==> config.mk <==
export PLATFORM = sky130hd
export DESIGN_NAME = wdt_keyseq
export DESIGN_NICKNAME = d
export VERILOG_FILES = /design/src/rtl/wdt_pkg.sv /design/src/rtl/wdt_counter.sv /design/src/rtl/wdt_key_fsm.sv /design/src/rtl/wdt_regs.sv /design/src/rtl/wdt_keyseq.sv
export SDC_FILE = /design/constraint.sdc
export NUM_CORES = 1
export LEC_CHECK = 0
export BUFFER_PORTS_ARGS = -buffer_cell sky130_fd_sc_hd__buf_2
export CORE_MARGIN = 3
export CORE_UTILIZATION = 65
export CTS_CLUSTER_SIZE = 20
export DETAILED_ROUTE_END_ITERATION = 16
export PLACE_DENSITY_LB_ADDON = 0.05
export SKIP_CTS_REPAIR_TIMING = 1
export SLEW_MARGIN = 10
export SYNTH_ARGS = -nofsm -noshare
export SYNTH_HDL_FRONTEND = slang
export SYNTH_SLANG_ARGS = --single-unit
==> constraint.sdc <==
create_clock -name clk -period 6.7 [get_ports clk]
set_input_delay 0.67 -clock clk [delete_from_list [all_inputs] [get_ports clk]]
set_output_delay 0.67 -clock clk [all_outputs]
set_load 0.05 [all_outputs]
==> src/rtl/wdt_pkg.sv <==
package wdt_pkg;
    typedef enum logic [2:0] {
        ST_OFF     = 3'd0,
        ST_ARMED   = 3'd1,
        ST_PRE     = 3'd2,
        ST_ACTIVE  = 3'd3,
        ST_SERVICE = 3'd4,
        ST_FIRE    = 3'd5
    } wdt_state_e;

    localparam int ADDR_W     = 3;
    localparam int BUS_W      = 32;
    localparam int KEY_W      = 16;
    localparam int KEY_LSB    = 16;

    localparam logic [ADDR_W-1:0] A_CTRL   = 3'd0;
    localparam logic [ADDR_W-1:0] A_CNT_LO = 3'd1;
    localparam logic [ADDR_W-1:0] A_CNT_HI = 3'd2;
    localparam logic [ADDR_W-1:0] A_PRD_LO = 3'd3;
    localparam logic [ADDR_W-1:0] A_PRD_HI = 3'd4;

    localparam int B_EN    = 0;
    localparam int B_MODE  = 1;
    localparam int B_STS   = 2;
    localparam int B_IRQEN = 3;
endpackage

==> src/rtl/wdt_counter.sv <==
module wdt_counter #(
    parameter int HALF_W = 32,
    parameter int NUM_HALVES = 2,
    localparam int CNT_W = HALF_W * NUM_HALVES
) (
    input  logic             clk,
    input  logic             rst_n,
    input  logic             run,
    input  logic             clr,
    input  logic [CNT_W-1:0] prd,
    output logic [CNT_W-1:0] cnt,
    output logic             hit
);
    logic [NUM_HALVES:0] carry;
    assign carry[0] = run;

    for (genvar g = 0; g < NUM_HALVES; g++) begin : g_half
        logic [HALF_W-1:0] half_q;
        always_ff @(posedge clk or negedge rst_n) begin
            if (!rst_n)        half_q <= '0;
            else if (clr)      half_q <= '0;
            else if (carry[g]) half_q <= half_q + 1'b1;
        end
        assign carry[g+1] = carry[g] & (&half_q);
        assign cnt[g*HALF_W +: HALF_W] = half_q;
    end

    assign hit = run && (cnt == prd);

    assert_count_step_R1: assert property (@(posedge clk) disable iff (!rst_n)
        (run && !clr) |=> (cnt == $past(cnt) + 1'b1))
        else $error("count did not step");
    assert_restart_zero_R2: assert property (@(posedge clk) disable iff (!rst_n)
        clr |=> (cnt == '0))
        else $error("count not cleared");
    assert_hold_idle_R4: assert property (@(posedge clk) disable iff (!rst_n)
        (!run && !clr) |=> $stable(cnt))
        else $error("count moved while idle");
endmodule

==> src/rtl/wdt_key_fsm.sv <==
module wdt_key_fsm
    import wdt_pkg::*;
#(
    parameter logic [KEY_W-1:0] KEY_A = 16'hA5C6,
    parameter logic [KEY_W-1:0] KEY_B = 16'hDA7E,
    parameter bit RESET_MODE = 1'b1,
    parameter int RST_CYCLES = 16,
    localparam int PW = $clog2(RST_CYCLES + 1)
) (
    input  logic             clk,
    input  logic             rst_n,
    input  logic             ctrl_wr,
    input  logic             wr_en_bit,
    input  logic [KEY_W-1:0] wr_key,
    input  logic             hit,
    output wdt_state_e       state,
    output logic             run,
    output logic             clr,
    output logic             en_flag,
    output logic             rst_out
);
    wdt_state_e nxt;
    logic [PW-1:0] pulse_cnt;
    logic key_a, key_b, keyed, expire, start, reserv;

    assign key_a  = ctrl_wr && (wr_key == KEY_A);
    assign key_b  = ctrl_wr && (wr_key == KEY_B);
    assign keyed  = ctrl_wr && (wr_key != '0);
    assign expire = hit && RESET_MODE;

    always_ff @(posedge clk or negedge rst_n) begin
        if (!rst_n) state <= ST_OFF;
        else        state <= nxt;
    end

    always_ff @(posedge clk or negedge rst_n) begin
        if (!rst_n)               pulse_cnt <= '0;
        else if (state != ST_FIRE) pulse_cnt <= '0;
        else                      pulse_cnt <= pulse_cnt + 1'b1;
    end

    always_comb begin
        nxt = state;
        unique case (state)
            ST_OFF: begin
                if (ctrl_wr && wr_en_bit) nxt = ST_ARMED;
            end
            ST_ARMED: begin
                if (ctrl_wr && !wr_en_bit) nxt = ST_OFF;
                else if (key_a)            nxt = ST_PRE;
            end
            ST_PRE: begin
                if (ctrl_wr && !wr_en_bit) nxt = ST_OFF;
                else if (key_b)            nxt = ST_ACTIVE;
                else if (keyed)            nxt = ST_ARMED;
            end
            ST_ACTIVE: begin
                if (expire)     nxt = ST_FIRE;
                else if (key_a) nxt = ST_SERVICE;
            end
            ST_SERVICE: begin
                if (expire)     nxt = ST_FIRE;
                else if (keyed) nxt = ST_ACTIVE;
            end
            ST_FIRE: begin
                if (pulse_cnt == PW'(RST_CYCLES - 1)) nxt = ST_OFF;
            end
            default: nxt = ST_OFF;
        endcase
    end

    always_comb begin
        start   = (state == ST_PRE) && key_b && wr_en_bit;
        reserv  = (state == ST_SERVICE) && key_b;
        run     = (state == ST_ACTIVE) || (state == ST_SERVICE);
        en_flag = (state == ST_ARMED) || (state == ST_PRE) || run;
        rst_out = (state == ST_FIRE);
        clr     = start || reserv || hit || (state == ST_FIRE);
    end

    assert_expire_fire_R6: assert property (@(posedge clk) disable iff (!rst_n)
        (run && hit && RESET_MODE) |=> rst_out)
        else $error("timeout did not fire reset");
    assert_enable_locked_R4: assert property (@(posedge clk) disable iff (!rst_n)
        run |=> (run || rst_out))
        else $error("left counting without timeout");
    assert_pulse_len_R6: assert property (@(posedge clk) disable iff (!rst_n)
        $fell(rst_out) |-> ($past(pulse_cnt) == PW'(RST_CYCLES - 1)))
        else $error("reset pulse length wrong");
    assert_no_rst_irqmode_R7: assert property (@(posedge clk) disable iff (!rst_n)
        rst_out |-> RESET_MODE)
        else $error("reset in interrupt mode");
    assert_badkey_pre_R3: assert property (@(posedge clk) disable iff (!rst_n)
        ((state == ST_PRE) && keyed && !key_b && wr_en_bit) |=> (state == ST_ARMED))
        else $error("bad key did not fall back");
endmodule

==> src/rtl/wdt_regs.sv <==
module wdt_regs
    import wdt_pkg::*;
#(
    parameter int HALF_W = 32,
    parameter bit RESET_MODE = 1'b1,
    localparam int CNT_W = 2 * HALF_W
) (
    input  logic              clk,
    input  logic              rst_n,
    input  logic              bus_wr,
    input  logic              bus_rd,
    input  logic [ADDR_W-1:0] bus_addr,
    input  logic [HALF_W-1:0] wdata_lo,
    input  logic              wr_sts_bit,
    input  logic              wr_irqen_bit,
    input  logic              hit,
    input  logic              en_flag,
    input  logic [CNT_W-1:0]  cnt,
    output logic [CNT_W-1:0]  prd,
    output logic [BUS_W-1:0]  bus_rdata,
    output logic              irq
);
    logic [HALF_W-1:0] prd_lo, prd_hi, hi_snap;
    logic              irq_en, irq_sts;
    logic              ctrl_wr;

    assign ctrl_wr = bus_wr && (bus_addr == A_CTRL);
    assign prd     = {prd_hi, prd_lo};

    always_ff @(posedge clk or negedge rst_n) begin
        if (!rst_n) begin
            prd_lo <= '0;
            prd_hi <= '0;
            irq_en <= 1'b0;
        end else if (bus_wr) begin
            if (bus_addr == A_PRD_LO) prd_lo <= wdata_lo;
            if (bus_addr == A_PRD_HI) prd_hi <= wdata_lo;
            if (bus_addr == A_CTRL)   irq_en <= wr_irqen_bit;
        end
    end

    always_ff @(posedge clk or negedge rst_n) begin
        if (!rst_n)                          irq_sts <= 1'b0;
        else if (hit && !RESET_MODE)         irq_sts <= 1'b1;
        else if (ctrl_wr && wr_sts_bit)      irq_sts <= 1'b0;
    end

    always_ff @(posedge clk or negedge rst_n) begin
        if (!rst_n)                                hi_snap <= '0;
        else if (bus_rd && bus_addr == A_CNT_LO)  hi_snap <= cnt[CNT_W-1:HALF_W];
    end

    assign irq = irq_sts && irq_en;

    always_comb begin
        bus_rdata = '0;
        unique case (bus_addr)
            A_CTRL: begin
                bus_rdata[B_EN]    = en_flag;
                bus_rdata[B_MODE]  = RESET_MODE;
                bus_rdata[B_STS]   = irq_sts;
                bus_rdata[B_IRQEN] = irq_en;
            end
            A_CNT_LO: bus_rdata[HALF_W-1:0] = cnt[HALF_W-1:0];
            A_CNT_HI: bus_rdata[HALF_W-1:0] = hi_snap;
            A_PRD_LO: bus_rdata[HALF_W-1:0] = prd_lo;
            A_PRD_HI: bus_rdata[HALF_W-1:0] = prd_hi;
            default:  bus_rdata = '0;
        endcase
    end

    assert_set_wins_R8: assert property (@(posedge clk) disable iff (!rst_n)
        (hit && !RESET_MODE) |=> irq_sts)
        else $error("timeout lost status");
    assert_w1c_R8: assert property (@(posedge clk) disable iff (!rst_n)
        (ctrl_wr && wr_sts_bit && !hit) |=> !irq_sts)
        else $error("status not cleared");
    assert_snap_R9: assert property (@(posedge clk) disable iff (!rst_n)
        (bus_rd && bus_addr == A_CNT_LO) |=> (hi_snap == $past(cnt[CNT_W-1:HALF_W])))
        else $error("high half not captured");
endmodule

==> src/rtl/wdt_keyseq.sv <==
module wdt_keyseq
    import wdt_pkg::*;
#(
    parameter int HALF_W = 32,
    parameter logic [15:0] KEY_A = 16'hA5C6,
    parameter logic [15:0] KEY_B = 16'hDA7E,
    parameter bit RESET_MODE = 1'b1,
    parameter int RST_CYCLES = 16
) (
    input  logic        clk,
    input  logic        rst_n,
    input  logic        bus_wr,
    input  logic        bus_rd,
    input  logic [2:0]  bus_addr,
    input  logic [31:0] bus_wdata,
    output logic [31:0] bus_rdata,
    output logic        wdt_rst,
    output logic        wdt_irq
);
    localparam int CNT_W = 2 * HALF_W;

    logic [CNT_W-1:0] cnt, prd;
    logic run, clr, hit, en_flag, ctrl_wr;
    wdt_state_e state;

    assign ctrl_wr = bus_wr && (bus_addr == A_CTRL);

    wdt_key_fsm #(
        .KEY_A(KEY_A), .KEY_B(KEY_B),
        .RESET_MODE(RESET_MODE), .RST_CYCLES(RST_CYCLES)
    ) u_fsm (
        .clk(clk), .rst_n(rst_n),
        .ctrl_wr(ctrl_wr),
        .wr_en_bit(bus_wdata[B_EN]),
        .wr_key(bus_wdata[KEY_LSB +: KEY_W]),
        .hit(hit),
        .state(state), .run(run), .clr(clr),
        .en_flag(en_flag), .rst_out(wdt_rst)
    );

    wdt_counter #(.HALF_W(HALF_W), .NUM_HALVES(2)) u_cnt (
        .clk(clk), .rst_n(rst_n),
        .run(run), .clr(clr), .prd(prd),
        .cnt(cnt), .hit(hit)
    );

    wdt_regs #(.HALF_W(HALF_W), .RESET_MODE(RESET_MODE)) u_regs (
        .clk(clk), .rst_n(rst_n),
        .bus_wr(bus_wr), .bus_rd(bus_rd), .bus_addr(bus_addr),
        .wdata_lo(bus_wdata[HALF_W-1:0]),
        .wr_sts_bit(bus_wdata[B_STS]),
        .wr_irqen_bit(bus_wdata[B_IRQEN]),
        .hit(hit), .en_flag(en_flag), .cnt(cnt),
        .prd(prd), .bus_rdata(bus_rdata), .irq(wdt_irq)
    );

    assert_off_quiet_R11: assert property (@(posedge clk) disable iff (!rst_n)
        (state == ST_OFF) |-> (!wdt_rst && cnt == '0))
        else $error("disabled state not quiet");
endmodule

* Word-level counts from Yosys, hierarchy flattened *
Cells that the tools add are included.

cells by class
  $add $sub $neg = 3
  eq/ne operators = 20
  mux-type cells = 19
  bitwise operators = 1
  reductions and logical operators = 28

operators with widths
  kind                                                 count
  2-to-1 mux 32 bit                                    4
  one-hot mux 28 bit (4 select lines)                  1
  adder 32 x 1 -> 32 bit, second input constant        2
  equality test 64 bit                                 1
  2-to-1 mux 3 bit                                     11
  equality test 16 bit, second input constant          2
  AND reduction 32 bit                                 1
  one-hot mux 4 bit (5 select lines)                   1
  one-hot mux 3 bit (6 select lines)                   1
  nonzero test 16 bit                                  1
  equality test 3 x 2 -> 1 bit, second input constant  4
  logical AND 1 bit                                    11
  equality test 3 bit, second input constant           3
  != test 3 x 1 -> 1 bit, second input constant        3
  equality test 3 x 1 -> 1 bit, second input constant  2
  zero test 3 bit                                      2
  logical OR 1 bit                                     6
  AND reduction 2 bit                                  3
  AND reduction 6 bit                                  1
  adder 5 x 1 -> 5 bit, second input constant          1
  equality test 5 x 4 -> 1 bit, second input constant  1
  2-to-1 mux 5 bit                                     1
  != test 2 x 1 -> 1 bit, second input constant        2
  != test 4 x 1 -> 1 bit, second input constant        1
  other kinds (4)                                      5

word-level totals
  register bits = 169
  input port bits = 39
  output and inout bits = 34
  word-level logic and storage cells = 79

* Depth between registers and ports, before layout *
  depth in word-level cells = 9
  gate-level depth with buffers = 9
  mapped depth without buffers = 8

* By module *
A second synthesis with hierarchy kept.

second synthesis, totals
  cell total of the unflattened synthesis = 880
  area total of the unflattened synthesis = 9431.5 um^2

modules (own cells, without submodules)
  module       instances  cells an instance  area an instance (um^2)  seq. area each (um^2)
  wdt_regs     1          335                4657.0                   2427.3
  wdt_counter  1          473                4140.2                   1601.5
  wdt_key_fsm  1          71                 619.3                    200.2
  wdt_keyseq   1          1                  15.0                     0.0

* Worst setup path after synthesis *
No wires, ideal clock.

  kind = input to output
  start = input port bus_addr[1]
  end = output port bus_rdata[0]
  arrival = 1.985 ns
  data required time = 6.030 ns
  path slack = 4.045 ns
  cell stages on the path = 5
  path buffers = 2
  cells stage by stage = buf_2 nor3b_1 clkbuf_1 a22oi_1 nand3_1

between the ends
  longest elaborated chain between the ends = 2
  elaborated cells on any way between the ends = 6

ends and longest elaborated chain
  what                                         RTL line          RTL
  start, declared                              wdt_keyseq.sv:14  input logic [2:0] bus_addr,
  equality test 3 bit (tied with other cells)  wdt_regs.sv:57    unique case (bus_addr)
  one-hot mux 4 bit (5 select lines) *         wdt_regs.sv:57
  end, declared                                wdt_keyseq.sv:16  output logic [31:0] bus_rdata,

Mark *: on every way between the ends. The rest lies on a longest branch, timed or not.

* Worst setup path after layout *
  start = register u_cnt.g_half[0].half_q[3]
  end = register u_cnt.g_half[1].half_q[28]

between the ends
  longest elaborated chain between the ends = 5
  elaborated cells on any way between the ends = 8

ends and longest elaborated chain
  what                                                            RTL line           RTL
  start, declared                                                 wdt_counter.sv:18  logic [HALF_W-1:0] half_q;
  start signal, assigned                                          wdt_counter.sv:22  else if (carry[g]) half_q <= half_q + 1'b1;
  equality test 64 bit                                            wdt_counter.sv:28  assign hit = run && (cnt == prd);
  logical AND 1 bit                                               wdt_counter.sv:28
  logical OR 1 bit (2 in a row)                                   wdt_key_fsm.sv:78  clr = start || reserv || hit || (state == ST_FIRE);
  2-to-1 mux 32 bit / nonzero test 2 bit (equally long branches)  -
  end signal, assigned                                            wdt_counter.sv:22
  end, declared                                                   wdt_counter.sv:18

Parallel ways exist; a longest one is shown, timed or not.
A chain may end at the register's enable or synchronous reset.

==> results by group <==
STA
  • Crit path time final: 3.32 ns
  • Slew HR: 0.381
  • Setup TNS: 0 ns
  • Max Fclk: 0.301 GHz
  • Max Slew Vio Count: 0
  • Tcrit/Tclk final: 0.496
  • Final Hold Fails: 0
  • Final setup violation count: 0
  • Final worst setup slack: 3.38 ns
  • RSZ-0062 raised after global routing: false
  • Setup Skew: 0.0106 ns
  • Slew @ Worst Pin: 0.928 ns

Detailed routing
  • Via/cell ratio: 6.43
  • Total vias in the final route: 7061
  • Wirelength, routed: 24200 um
  • Drt first pass iters: 5
  • DRT iter0 DRCs: 815
  • Drt wl/cell: 22.1 um
  • DRC errors left: 0
  • ANT nets after route: 0

Floorplanning
  • Core area: 13400 sq um
  • Die Y: 124 um
  • Die area: 15300 sq um
  • Io pins: 73
  • Rows: 42
  • Initial Util: 0.670
  • Die X: 124 um

CTS
  • TritonCTS clock tree: done
  • Number of buffers created by CTS: 17
  • CTS sink cnt: 169
  • Root buffer cell: clkbuf_16
  • Latest clock arrival within the worst-skew pair: 0.43 ns
  • CTS clk-pin slew, worst paths: 0.07 ns
  • CTS HTree Levels: 4
  • Maximum clock path buffer count: 2

Placed design
  • Pre-CTS setup slack: 3.44 ns
  • Routability cong.: 0.914
  • Placed cell count: 1068
  • Cell Area, Placed: 9420 sq um
  • HPWL Detailed: 16500 um
  • IO buf count: 71

Power
  • Sw frac: 0.392
  • Clk pwr share: 0.235
  • P_sw: 1.54 mW
  • Comb pwr share: 0.294
  • Register share of total power: 0.471
  • Leakage: 4.49 nW
  • Power per cell area: 395 nW/um^2
  • Max VDD drop: 0.238 mV
  • Cell-internal power: 2.39 mW

Yosys
  • Synth unique cells: 53
  • Asr flop ratio synth: 1.00
  • Mapped Area: 8980 sq um
  • Top FF cell, synth: dfrtp_1
  • Syn Area/Cell: 10.4 sq um
  • Syn Inst Count: 866
  • EDFF count, synth: 0
  • FF+latch count, synth: 169
  • Ys Warns: 0
  • Post-synth net total: 909
  • Seq/Total Area, Yosys: 0.471

Global route
  • First-pass GRT wire length: 37700 um
  • Global route overflow: 0
  • Gr usage total: 0.332
  • Largest net degree at the start of global routing: 101
  • Vias in the first global route: 6982
  • Initial antenna violation count: 0

Layout
  • Layout cells sized above 1: 0.240
  • Area growth from synthesis to layout: 10.9%
  • N_diodes: 0
  • Layout Nets: 954
  • Cell area after layout: 9970 sq um
  • Post-Layout Cell Count: 1098

Worst setup path
  • Crit Path Class: reg2reg
  • CP max stage cell: nor4_2
  • Nature of the critical path startpoint: register
  • Largest stage delay on the critical path: 0.77 ns
  • Worst EP required: 6.99 ns
  • Crit-path cells: xor2_1, nor4_1, nand4_1, nor4_2, a21o_2, buf_4, nor2_1
  • Crit path max fanout: 63
  • Critical Path Sink Type: register
  • WP data arrival: 3.61 ns

Status
  • Outcome: finished, final reports clean

Hold path
  • Worst hold path class: in2async

Job
  • Max_cap viols: 0
## routing by layer
layer	vias to the layer above	wire length, um	GRT usage
met2	351	11500	0.522
met5	-	0	0
met3	49	1980	0.0758
li1	3146	-	-
met4	0	730	0.138
met1	3515	10100	0.447
## layout make-up
cell class	instances	area [sq um]
Multi-Input combinational cell	625	4470
Sequential cell	169	4230
Fill cell	948	3430
Clock buffer	22	474
Timing Repair Buffer	81	437
Tap cell	176	220
Clock inverter	8	72.6
Inverter	17	63.8
## sequential cells by signal (all words and copies together), names as in the netlist
signal,cells
u_fsm.pulse_cnt,5
u_fsm.state,3
u_regs.prd_lo,32
u_cnt.g_half.half_q,64
u_regs.irq_en,1
u_regs.hi_snap,32
u_regs.prd_hi,32
## final timing paths
path	startpoint	end	slack (ns)	cells after the start
max	u_cnt.g_half[0].half_q[3]$_DFFE_PN0P_	u_cnt.g_half[1].half_q[28]$_DFFE_PN0P_	3.38	7
min	rst_n	u_regs.hi_snap[26]$_DFFE_PN0P_	0.32	1
max reg2reg	u_cnt.g_half[0].half_q[3]$_DFFE_PN0P_	u_cnt.g_half[1].half_q[28]$_DFFE_PN0P_	3.38	7
min reg2reg	u_fsm.pulse_cnt[0]$_DFF_PN0_	u_fsm.pulse_cnt[0]$_DFF_PN0_	0.48	1
max in group asynchronous	rst_n	u_cnt.g_half[0].half_q[3]$_DFFE_PN0P_	4.92	2
min in group clk	u_fsm.pulse_cnt[0]$_DFF_PN0_	u_fsm.pulse_cnt[0]$_DFF_PN0_	0.48	1
## stage by stage
stage	total power, mW	util	hold slack [ns]
floorplan	2.59	-	0.374
global placement	2.92	0.703	0.449
detailed placement	2.98	0.703	0.472
CTS	3.91	0.744	0.386
finish	3.93	0.744	0.320
global route	4.13	0.744	0.404
## worst max-delay path: cells and delay by family (launching register included)
family / cells / cell delay, ns
xor+xnor: 1 / 0.23
simple gates: 4 / 1.64
compound gates: 1 / 0.23
flops: 1 / 0.49
buf+inv: 1 / 0.55
## power by group through the flow
stage / clock network (mW) / logic (mW) / registers, mW
finish: 0.925 / 1.16 / 1.85
global placement: 0 / 1.10 / 1.82
detailed placement: 0 / 1.13 / 1.85
floorplan: 0 / 0.936 / 1.65
global route: 0.973 / 1.26 / 1.90
CTS: 0.929 / 1.15 / 1.83
## synthesized netlist by cell type (2+ instances only)
master / number / share of area
nor4_1: 38 / 0.026
or2_2: 3 / 0.0021
xor2_1: 82 / 0.080
nor3b_1: 2 / 0.0017
mux2i_1: 4 / 0.0045
buf_2: 15 / 0.0084
or3_1: 2 / 0.0014
clkbuf_2: 3 / 0.0017
nor2_1: 93 / 0.039
ha_1: 4 / 0.0056
nand3b_1: 2 / 0.0017
nand3_1: 21 / 0.012
buf_1: 6 / 0.0025
a22oi_1: 61 / 0.051
o22ai_1: 3 / 0.0021
o21ai_0: 8 / 0.0045
nor3_2: 2 / 0.0022
a21oi_1: 10 / 0.0056
nand4_1: 25 / 0.017
nand2_1: 70 / 0.029
xnor2_1: 44 / 0.043
inv_1: 17 / 0.0071
a211o_1: 2 / 0.0019
nor3_1: 18 / 0.010
clkbuf_1: 29 / 0.012
and3_1: 6 / 0.0042
and2_1: 2 / 0.0014
o211ai_1: 3 / 0.0025
buf_4: 2 / 0.0017
mux2_2: 95 / 0.12
and4_1: 4 / 0.0039
dfrtp_1: 169 / 0.47
## cell families (layout without fill, tap and decap cells)
kind of cell               count (synthesis)  in the layout  share of synthesized area
other                                      1              1                   0.000417
buffers and inverters                     72            128                     0.0334
xor gates and xnor gates                 126            126                      0.123
muxes                                     99             99                      0.124
AOI/OAI and AO/OA                         95             95                     0.0756
and+or+nand+nor                          300            300                      0.168
DFF                                      169            169                      0.471
adders and majority gates                  4              4                    0.00557
## layout by cell type, fill, tap and decap left out, drive strengths merged, types with 10 or more instances in the layout
cell | netlist | layout
nand3 | 23 | 23
xor2 | 82 | 82
nor3 | 20 | 20
nor4 | 40 | 40
dfrtp | 169 | 169
mux2 | 95 | 95
buf | 23 | 81
xnor2 | 44 | 44
clkbuf | 32 | 22
nand2 | 70 | 70
nand4 | 25 | 25
a21oi | 10 | 10
a22oi | 61 | 61
nor2 | 93 | 93
inv | 17 | 17
Note: power is estimated with default switching activity, not from simulation.
